## src/rtl/brm_pkg.sv

```systemverilog
package brm_pkg;

    typedef enum logic [1:0] {
        SPD_SINGLE   = 2'b00,
        SPD_DOUBLE   = 2'b01,
        SPD_QUAD     = 2'b10,
        SPD_QUAD_ALT = 2'b11
    } speed_e;

    typedef enum logic [1:0] {
        RAT_48  = 2'b00,
        RAT_64  = 2'b01,
        RAT_128 = 2'b10,
        RAT_BAD = 2'b11
    } ratio_e;

    localparam int unsigned MEAS_W   = 16;
    localparam int unsigned BITS_48  = 48;
    localparam int unsigned BITS_64  = 64;
    localparam int unsigned BITS_128 = 128;

    typedef struct packed {
        logic              done;
        logic [MEAS_W-1:0] bits;
    } meas_t;

    function automatic logic allows_128(input speed_e spd);
        return spd == SPD_SINGLE;
    endfunction

    function automatic ratio_e classify(input logic [MEAS_W-1:0] bits,
                                        input speed_e spd);
        if (bits == MEAS_W'(BITS_48))
            return RAT_48;
        else if (bits == MEAS_W'(BITS_64))
            return RAT_64;
        else if (bits == MEAS_W'(BITS_128) && allows_128(spd))
            return RAT_128;
        else
            return RAT_BAD;
    endfunction

endpackage

```

## src/rtl/brm_sync.sv

```systemverilog
module brm_sync #(
    parameter int unsigned N = 2
) (
    input  logic         clk,
    input  logic         rst,
    input  logic [N-1:0] async_in,
    output logic [N-1:0] rise
);
    for (genvar i = 0; i < N; i++) begin : g_lane
        logic meta_q, sync_q, last_q;

        always_ff @(posedge clk) begin
            if (rst) begin
                meta_q <= 1'b0;
                sync_q <= 1'b0;
                last_q <= 1'b0;
            end else begin
                meta_q <= async_in[i];
                sync_q <= meta_q;
                last_q <= sync_q;
            end
        end

        assign rise[i] = sync_q & ~last_q;

        assert_edge_single_R2: assert property (@(posedge clk) disable iff (rst)
            rise[i] |=> !rise[i]);
    end
endmodule

```

## src/rtl/brm_period_counter.sv

```systemverilog
module brm_period_counter
    import brm_pkg::*;
#(
    parameter int unsigned CNT_W = 8
) (
    input  logic  clk,
    input  logic  rst,
    input  logic  frame_rise,
    input  logic  bit_rise,
    output meas_t meas
);
    localparam logic [CNT_W-1:0] CNT_MAX = {CNT_W{1'b1}};

    logic [CNT_W-1:0] cnt;
    logic             armed;

    always_ff @(posedge clk) begin
        if (rst) begin
            cnt       <= '0;
            armed     <= 1'b0;
            meas.done <= 1'b0;
            meas.bits <= '0;
        end else begin
            meas.done <= 1'b0;
            if (frame_rise) begin
                if (armed) begin
                    meas.done <= 1'b1;
                    meas.bits <= MEAS_W'(cnt);
                end
                armed <= 1'b1;
                cnt   <= bit_rise ? CNT_W'(1) : '0;
            end else if (bit_rise && cnt != CNT_MAX) begin
                cnt <= cnt + CNT_W'(1);
            end
        end
    end

    assert_sat_hold_R9: assert property (@(posedge clk) disable iff (rst)
        (cnt == CNT_MAX && !frame_rise) |=> (cnt == CNT_MAX));

    assert_no_done_unarmed_R2: assert property (@(posedge clk) disable iff (rst)
        (!armed) |=> !meas.done);
endmodule

```

## src/rtl/brm_judge.sv

```systemverilog
module brm_judge
    import brm_pkg::*;
(
    input  logic   clk,
    input  logic   rst,
    input  speed_e speed_sel,
    input  meas_t  meas,
    output ratio_e code,
    output logic   valid,
    output logic   err
);
    speed_e speed_q;
    ratio_e prev_q;
    logic   have_prev;
    logic   spd_chg;
    ratio_e cls;

    always_comb begin
        spd_chg = (speed_sel != speed_q);
        cls     = classify(meas.bits, speed_q);
    end

    always_ff @(posedge clk) begin
        if (rst || spd_chg) begin
            speed_q   <= speed_sel;
            code      <= RAT_BAD;
            prev_q    <= RAT_BAD;
            have_prev <= 1'b0;
            valid     <= 1'b0;
            err       <= 1'b0;
        end else if (meas.done) begin
            code      <= cls;
            prev_q    <= cls;
            have_prev <= 1'b1;
            valid     <= (cls != RAT_BAD) && have_prev && (prev_q == cls);
            if (cls == RAT_BAD)
                err <= 1'b1;
        end
    end

    assert_reset_state_R1: assert property (@(posedge clk)
        rst |=> (code == RAT_BAD && !valid && !err));

    assert_valid_legal_R6: assert property (@(posedge clk) disable iff (rst)
        valid |-> (code != RAT_BAD));

    assert_err_sticky_R7: assert property (@(posedge clk) disable iff (rst)
        (err && !spd_chg) |=> err);

    assert_chg_clears_R8: assert property (@(posedge clk) disable iff (rst)
        spd_chg |=> (!err && !valid && code == RAT_BAD));

    assert_fast_no128_R5: assert property (@(posedge clk) disable iff (rst)
        (code == RAT_128) |-> (speed_q == SPD_SINGLE));
endmodule

```

## src/rtl/bclk_ratio_mon.sv

```systemverilog
module bclk_ratio_mon
    import brm_pkg::*;
#(
    parameter int unsigned CNT_W = 8
) (
    input  logic       clk,
    input  logic       rst,
    input  logic [1:0] speed_sel,
    input  logic       frame_clk,
    input  logic       bit_clk,
    output logic [1:0] ratio_code,
    output logic       ratio_valid,
    output logic       ratio_err
);
    localparam int unsigned N_LANES = 2;
    localparam int unsigned LANE_FRAME = 1;
    localparam int unsigned LANE_BIT   = 0;

    logic [N_LANES-1:0] rises;
    meas_t              meas;
    ratio_e             code;

    brm_sync #(.N(N_LANES)) u_sync (
        .clk      (clk),
        .rst      (rst),
        .async_in ({frame_clk, bit_clk}),
        .rise     (rises)
    );

    brm_period_counter #(.CNT_W(CNT_W)) u_count (
        .clk        (clk),
        .rst        (rst),
        .frame_rise (rises[LANE_FRAME]),
        .bit_rise   (rises[LANE_BIT]),
        .meas       (meas)
    );

    brm_judge u_judge (
        .clk       (clk),
        .rst       (rst),
        .speed_sel (speed_e'(speed_sel)),
        .meas      (meas),
        .code      (code),
        .valid     (ratio_valid),
        .err       (ratio_err)
    );

    assign ratio_code = code;
endmodule

```

## config.mk

```make
export PLATFORM = sky130hd
export DESIGN_NAME = bclk_ratio_mon
export DESIGN_NICKNAME = d
export VERILOG_FILES = /design/src/rtl/brm_pkg.sv /design/src/rtl/brm_sync.sv /design/src/rtl/brm_period_counter.sv /design/src/rtl/brm_judge.sv /design/src/rtl/bclk_ratio_mon.sv
export SDC_FILE = /design/constraint.sdc
export NUM_CORES = 1
export LEC_CHECK = 0
export BUFFER_PORTS_ARGS = -buffer_cell sky130_fd_sc_hd__buf_2
export CAP_MARGIN = 40
export CELL_PAD_IN_SITES_DETAIL_PLACEMENT = 1
export CELL_PAD_IN_SITES_GLOBAL_PLACEMENT = 2
export CORE_MARGIN = 5
export CORE_UTILIZATION = 38
export CTS_CLUSTER_SIZE = 8
export DETAILED_ROUTE_END_ITERATION = 16
export HOLD_SLACK_MARGIN = 0.1
export PLACE_DENSITY_LB_ADDON = 0.1
export SYNTH_ARGS = -nofsm -noshare
export SYNTH_HDL_FRONTEND = slang
export SYNTH_SLANG_ARGS = --single-unit
export TNS_END_PERCENT = 5
```

## constraint.sdc

```tcl
create_clock -name clk -period 3.1 [get_ports clk]
set_clock_uncertainty 0.15 [all_clocks]
set_input_delay 0.62 -clock clk [delete_from_list [all_inputs] [get_ports clk]]
set_output_delay 0.62 -clock clk [all_outputs]
set_load 0.05 [all_outputs]
```

Word-level counts from Yosys, hierarchy flattened
Cells that the tools add are included.

word-level totals
  latch bits = 0
  register bits after elaboration = 31
  memory bits (writable) = 0
  memories kept = 0
  memory bits (read-only) = 0
  output and inout bits = 4
  logic and storage cells = 46

operators by class
  magnitude comparators = 0
  reduce and logical (&&, ||, !) cells = 10
  equality and inequality tests = 8
  muxes and demuxes = 7
  div/mod/pow operators = 0
  shift-type cells = 0
  bitwise operators = 5
  add/sub/neg operators = 1
  $mul = 0

operator list
  cell                   count
  $mux W17               1
  $mux W8                2
  $add A8 B1 Y8 const B  1
  $eq A8 B6 Y1 const B   1
  $eq A8 B7 Y1 const B   1
  $eq A8 B8 Y1 const B   1
  $ne A8 B8 Y1 const B   1
  $logic_and A1 B1 Y1    4
  $mux W2                2
  $reduce_and A2 Y1      2
  $not A1 Y1             3
  $and A1 B1 Y1          2
  $eq A2 B2 Y1           1
  $eq A2 B2 Y1 const B   1
  $logic_not A2 Y1       1
  $mux W1                2
  $ne A2 B2 Y1           1
  $ne A2 B2 Y1 const B   1
  $reduce_bool A2 Y1     1
  $reduce_or A2 Y1       1
  $logic_or A1 B1 Y1     1

Longest topological paths before layout
  word-level depth = 8
  depth in mapped cells = 5

By module
A second synthesis with hierarchy kept.

unflattened totals
  cells, all modules = 154
  area, all modules = 1,411.4 µm²

by module, submodules not included
  module              sequential area each (µm²)  area an instance (µm²)  cells an instance  times used
  brm_period_counter  360.3                       844.6                   100                1
  brm_judge           160.2                       396.6                   40                 1
  brm_sync            120.1                       170.2                   14                 1

Worst setup path after synthesis
Ideal clock, no wire load.

  kind = input to register
  from = input port rst
  to = register u_judge.speed_q[0], enable pin
  stages = 3
  data arrival time = 1,216 ps
  library setup time = 259 ps
  slack = 1,475 ps
  path through = clkbuf_1 nor3_1 inv_2

between the ends
  longest elaborated chain between the ends = 1

ends and longest elaborated chain
  what                  line                 RTL
  start, declared       bclk_ratio_mon.sv:7  input logic rst,
  $logic_or A1 B1 Y1    brm_judge.sv:24      if (rst || spd_chg) begin
  end signal, assigned  brm_judge.sv:25      speed_q <= speed_sel;
  end, declared         brm_judge.sv:12      speed_e speed_q;

Every way passes these cells.
A chain may end at the register's enable or synchronous reset.

Worst setup path in the final report
  from = register u_judge.code[0]
  to = output port ratio_code[0]

RTL lines
  what                    line                  RTL
  start, declared         brm_judge.sv:8        output ratio_e code,
  start signal, assigned  brm_judge.sv:32       code <= cls;
  end, declared           bclk_ratio_mon.sv:11  output logic [1:0] ratio_code,

No word-level cell between the ends.

==> results.ini <==
[setup_path]
crit_buf_inv = 1
end_kind = primary output
crit_type = flop to primary output
worstPathArrival_ps = 1030
crit_required_ps = 2330
crit_family = flip-flops
crit_path_max_fanout = 5
slowest_delay_ps = 410
worstPathCellList = buf_2
cp-start-kind = flop
slowest_stage = dfxtp_1

[die]
initial_core_util_pct = 39.4
dieArea_mm2 = 0.00473
die_w_um = 68.8
core_mm2 = 0.00334
die_h_um = 68.8
ios = 10
fp-row-count = 21

[placed_design]
port_buffers = 9
gp_congestion = 0.725
dpl_worst_slack_ps = 1300
hpwl_um = 2130

[sta]
finalSetupViolCount = 0
finalCritPeriodShare_pct = 58.0
rsz0062_at_grt = false
finalMaxSlewViolations = 0
setup-tns-final_ps = 0
finalHoldViolCount = 0
fin_ws_ps = 1300
tightestPinTransition_ps = 434
relSlewSlack_pct = 70.8
clock.fmax_mhz = 556
fin_crit_ps = 1800
whs_ps = 302

[pwr]
power_density_mw_per_mm2 = 519
intPower_uw = 611
clkPwrFrac_pct = 42.3
sw_frac_of_total_pct = 20.7
switching_power_uw = 160
leakage_nw = 0.565
comb_power_share_pct = 3.7
ir_drop_mv = 0.308
p_seq_share_pct = 54.0

[finish]
area_growth_pct = 13.1
final_nets = 165
drive_above_1_share_pct = 15.1
num_antenna_cells = 0

[drt]
wl_per_cell_um = 13.8
drc_errors = 0
vias_per_cell = 5.24
firstDrtPassIters = 4
wirelength_um = 2830
drtIter0Drc = 53
num_vias = 1074
postRouteAntennaNets = 0

[synthesis]
syn_avg_cell_area_um2 = 8.94
synth_cell_type_count = 38
synth.most_common_cell = dfxtp_1
netlist_area_mm2 = 0.00131
ys_seq_elements = 31
synth_common_cells = dfxtp_1 (29), nor2_1 (15), a21oi_1 (12), nand2_1 (12), nand3_1 (11)
synth_flop_cell = dfxtp_1
synth.net_count = 154
yosys_warnings = 0
synthTopCellsByArea = dfxtp_1 (44%), a21oi_1 (4.6%), edfxtp_1 (4.6%)
synth_async_sr_flop_share_pct = 0
yosysSeqAreaShare_pct = 48.8
synthCells = 147
yosysTopAreaCell = dfxtp_1
synth_top_area_share_pct = 44.2
synth_edf_count = 2

[cts]
postCtsSetupRepairBufs = 0
numCtsBuffers = 5
cts_root_buf = clkbuf_4
clk_pin_slew_ps = 100
cts_buffer_depth = 2
cts.sinks = 31
cts_tree = done
clk_latency_ps = 320
cts_hold_buf = 0
cts_max_level = 2
cts-resized-gates = 0

[global_route]
grt_max_degree = 20
antenna_found_initial = 0
grt_pass1_wl_um = 4600
grt_usage_pct = 13.3
grt_overflow = 0
grt_pass1_vias = 992

[worst_hold_path]
hold_path_class = flop to flop

[run]
cap_violations = 0

[status]
status = finished, final reports clean

==> metal layers <==
metal | vias to the layer above | track usage, % | share of wire (%)
met3 | 5 | 3.89 | 2.9
met1 | 514 | 17.0 | 50
met4 | 0 | 5.84 | 1.4
met5 | - | 0 | 0
met2 | 12 | 20.7 | 46
li1 | 543 | - | -
==> final cells by class <==
class	count	area [um^2]
sequential	31	641
clock inverter	2	35.0
clock buffer	6	51.3
inverter	3	11.3
fill	417	1850
multi-input combinational	107	638
timing repair buffer	10	52.6
tap	46	57.6
==> path summary, 6_finish.rpt <==
kind | endpoint | slack, ps | cells after the start | startpoint
max | ratio_code[0] | 1300 | 1 | u_judge.code[0]$_SDFFE_PP1P_
min | u_sync.g_lane[1].sync_q$_SDFF_PP0_ | 300 | 1 | u_sync.g_lane[1].meta_q$_SDFF_PP0_
max reg2reg | u_count.cnt[7]$_SDFFE_PP0P_ | 1470 | 5 | u_count.cnt[0]$_SDFFE_PP0P_
min reg2reg | u_sync.g_lane[1].sync_q$_SDFF_PP0_ | 300 | 1 | u_sync.g_lane[1].meta_q$_SDFF_PP0_
==> cell families (layout without fill, tap and decap cells) <==
logic type	count (synthesis)	in the layout	share of synthesized area [%]
muxes	1	1	0.762
xor gates and xnor gates	6	6	4.00
buffers and inverters	9	21	2.67
DFF	31	31	48.8
AOI/OAI and AO/OA	28	28	13.0
adders and majority gates	1	1	0.952
and+or+nand+nor	71	71	29.8
==> power by group through the flow <==
stage               logic, mW  registers [mW]  clock network (mW)
global placement       0.0279           0.425                   0
detailed placement     0.0292           0.426                   0
CTS                    0.0294           0.416               0.337
finish                 0.0288           0.416               0.326
global route           0.0325           0.418               0.361
floorplan              0.0227           0.422                   0
==> flip-flops by register name (all words and copies together) (netlist names) <==
name,cells
u_count.armed,1
u_count.cnt,8
u_count.meas,9
u_judge.code,2
u_judge.err,1
u_judge.have_prev,1
u_judge.speed_q,2
u_judge.valid,1
u_sync.g_lane.last_q,2
u_sync.g_lane.meta_q,2
u_sync.g_lane.sync_q,2
==> per-stage QoR <==
step | power, mW | utilization [%] | cell area [um^2] | instances
global route | 0.811 | 44.5 | 1490 | 205
detailed placement | 0.455 | 42.0 | 1400 | 197
global placement | 0.453 | 42.0 | 1400 | 197
finish | 0.771 | 44.5 | 1490 | 205
CTS | 0.783 | 44.5 | 1490 | 205
floorplan | 0.445 | - | 1310 | 147
==> layout by cell type (no fill, tap or decap), types with 5 or more instances in the layout <==
cell and n:
a21oi_1 12, nand3_1 11, xor2_1 6, nand2_1 12, and3_1 5, nor2b_1 9, buf_2 9, clkbuf_4 5
nor2_1 15, dfxtp_1 29
Power figures use the tool's default switching activity.
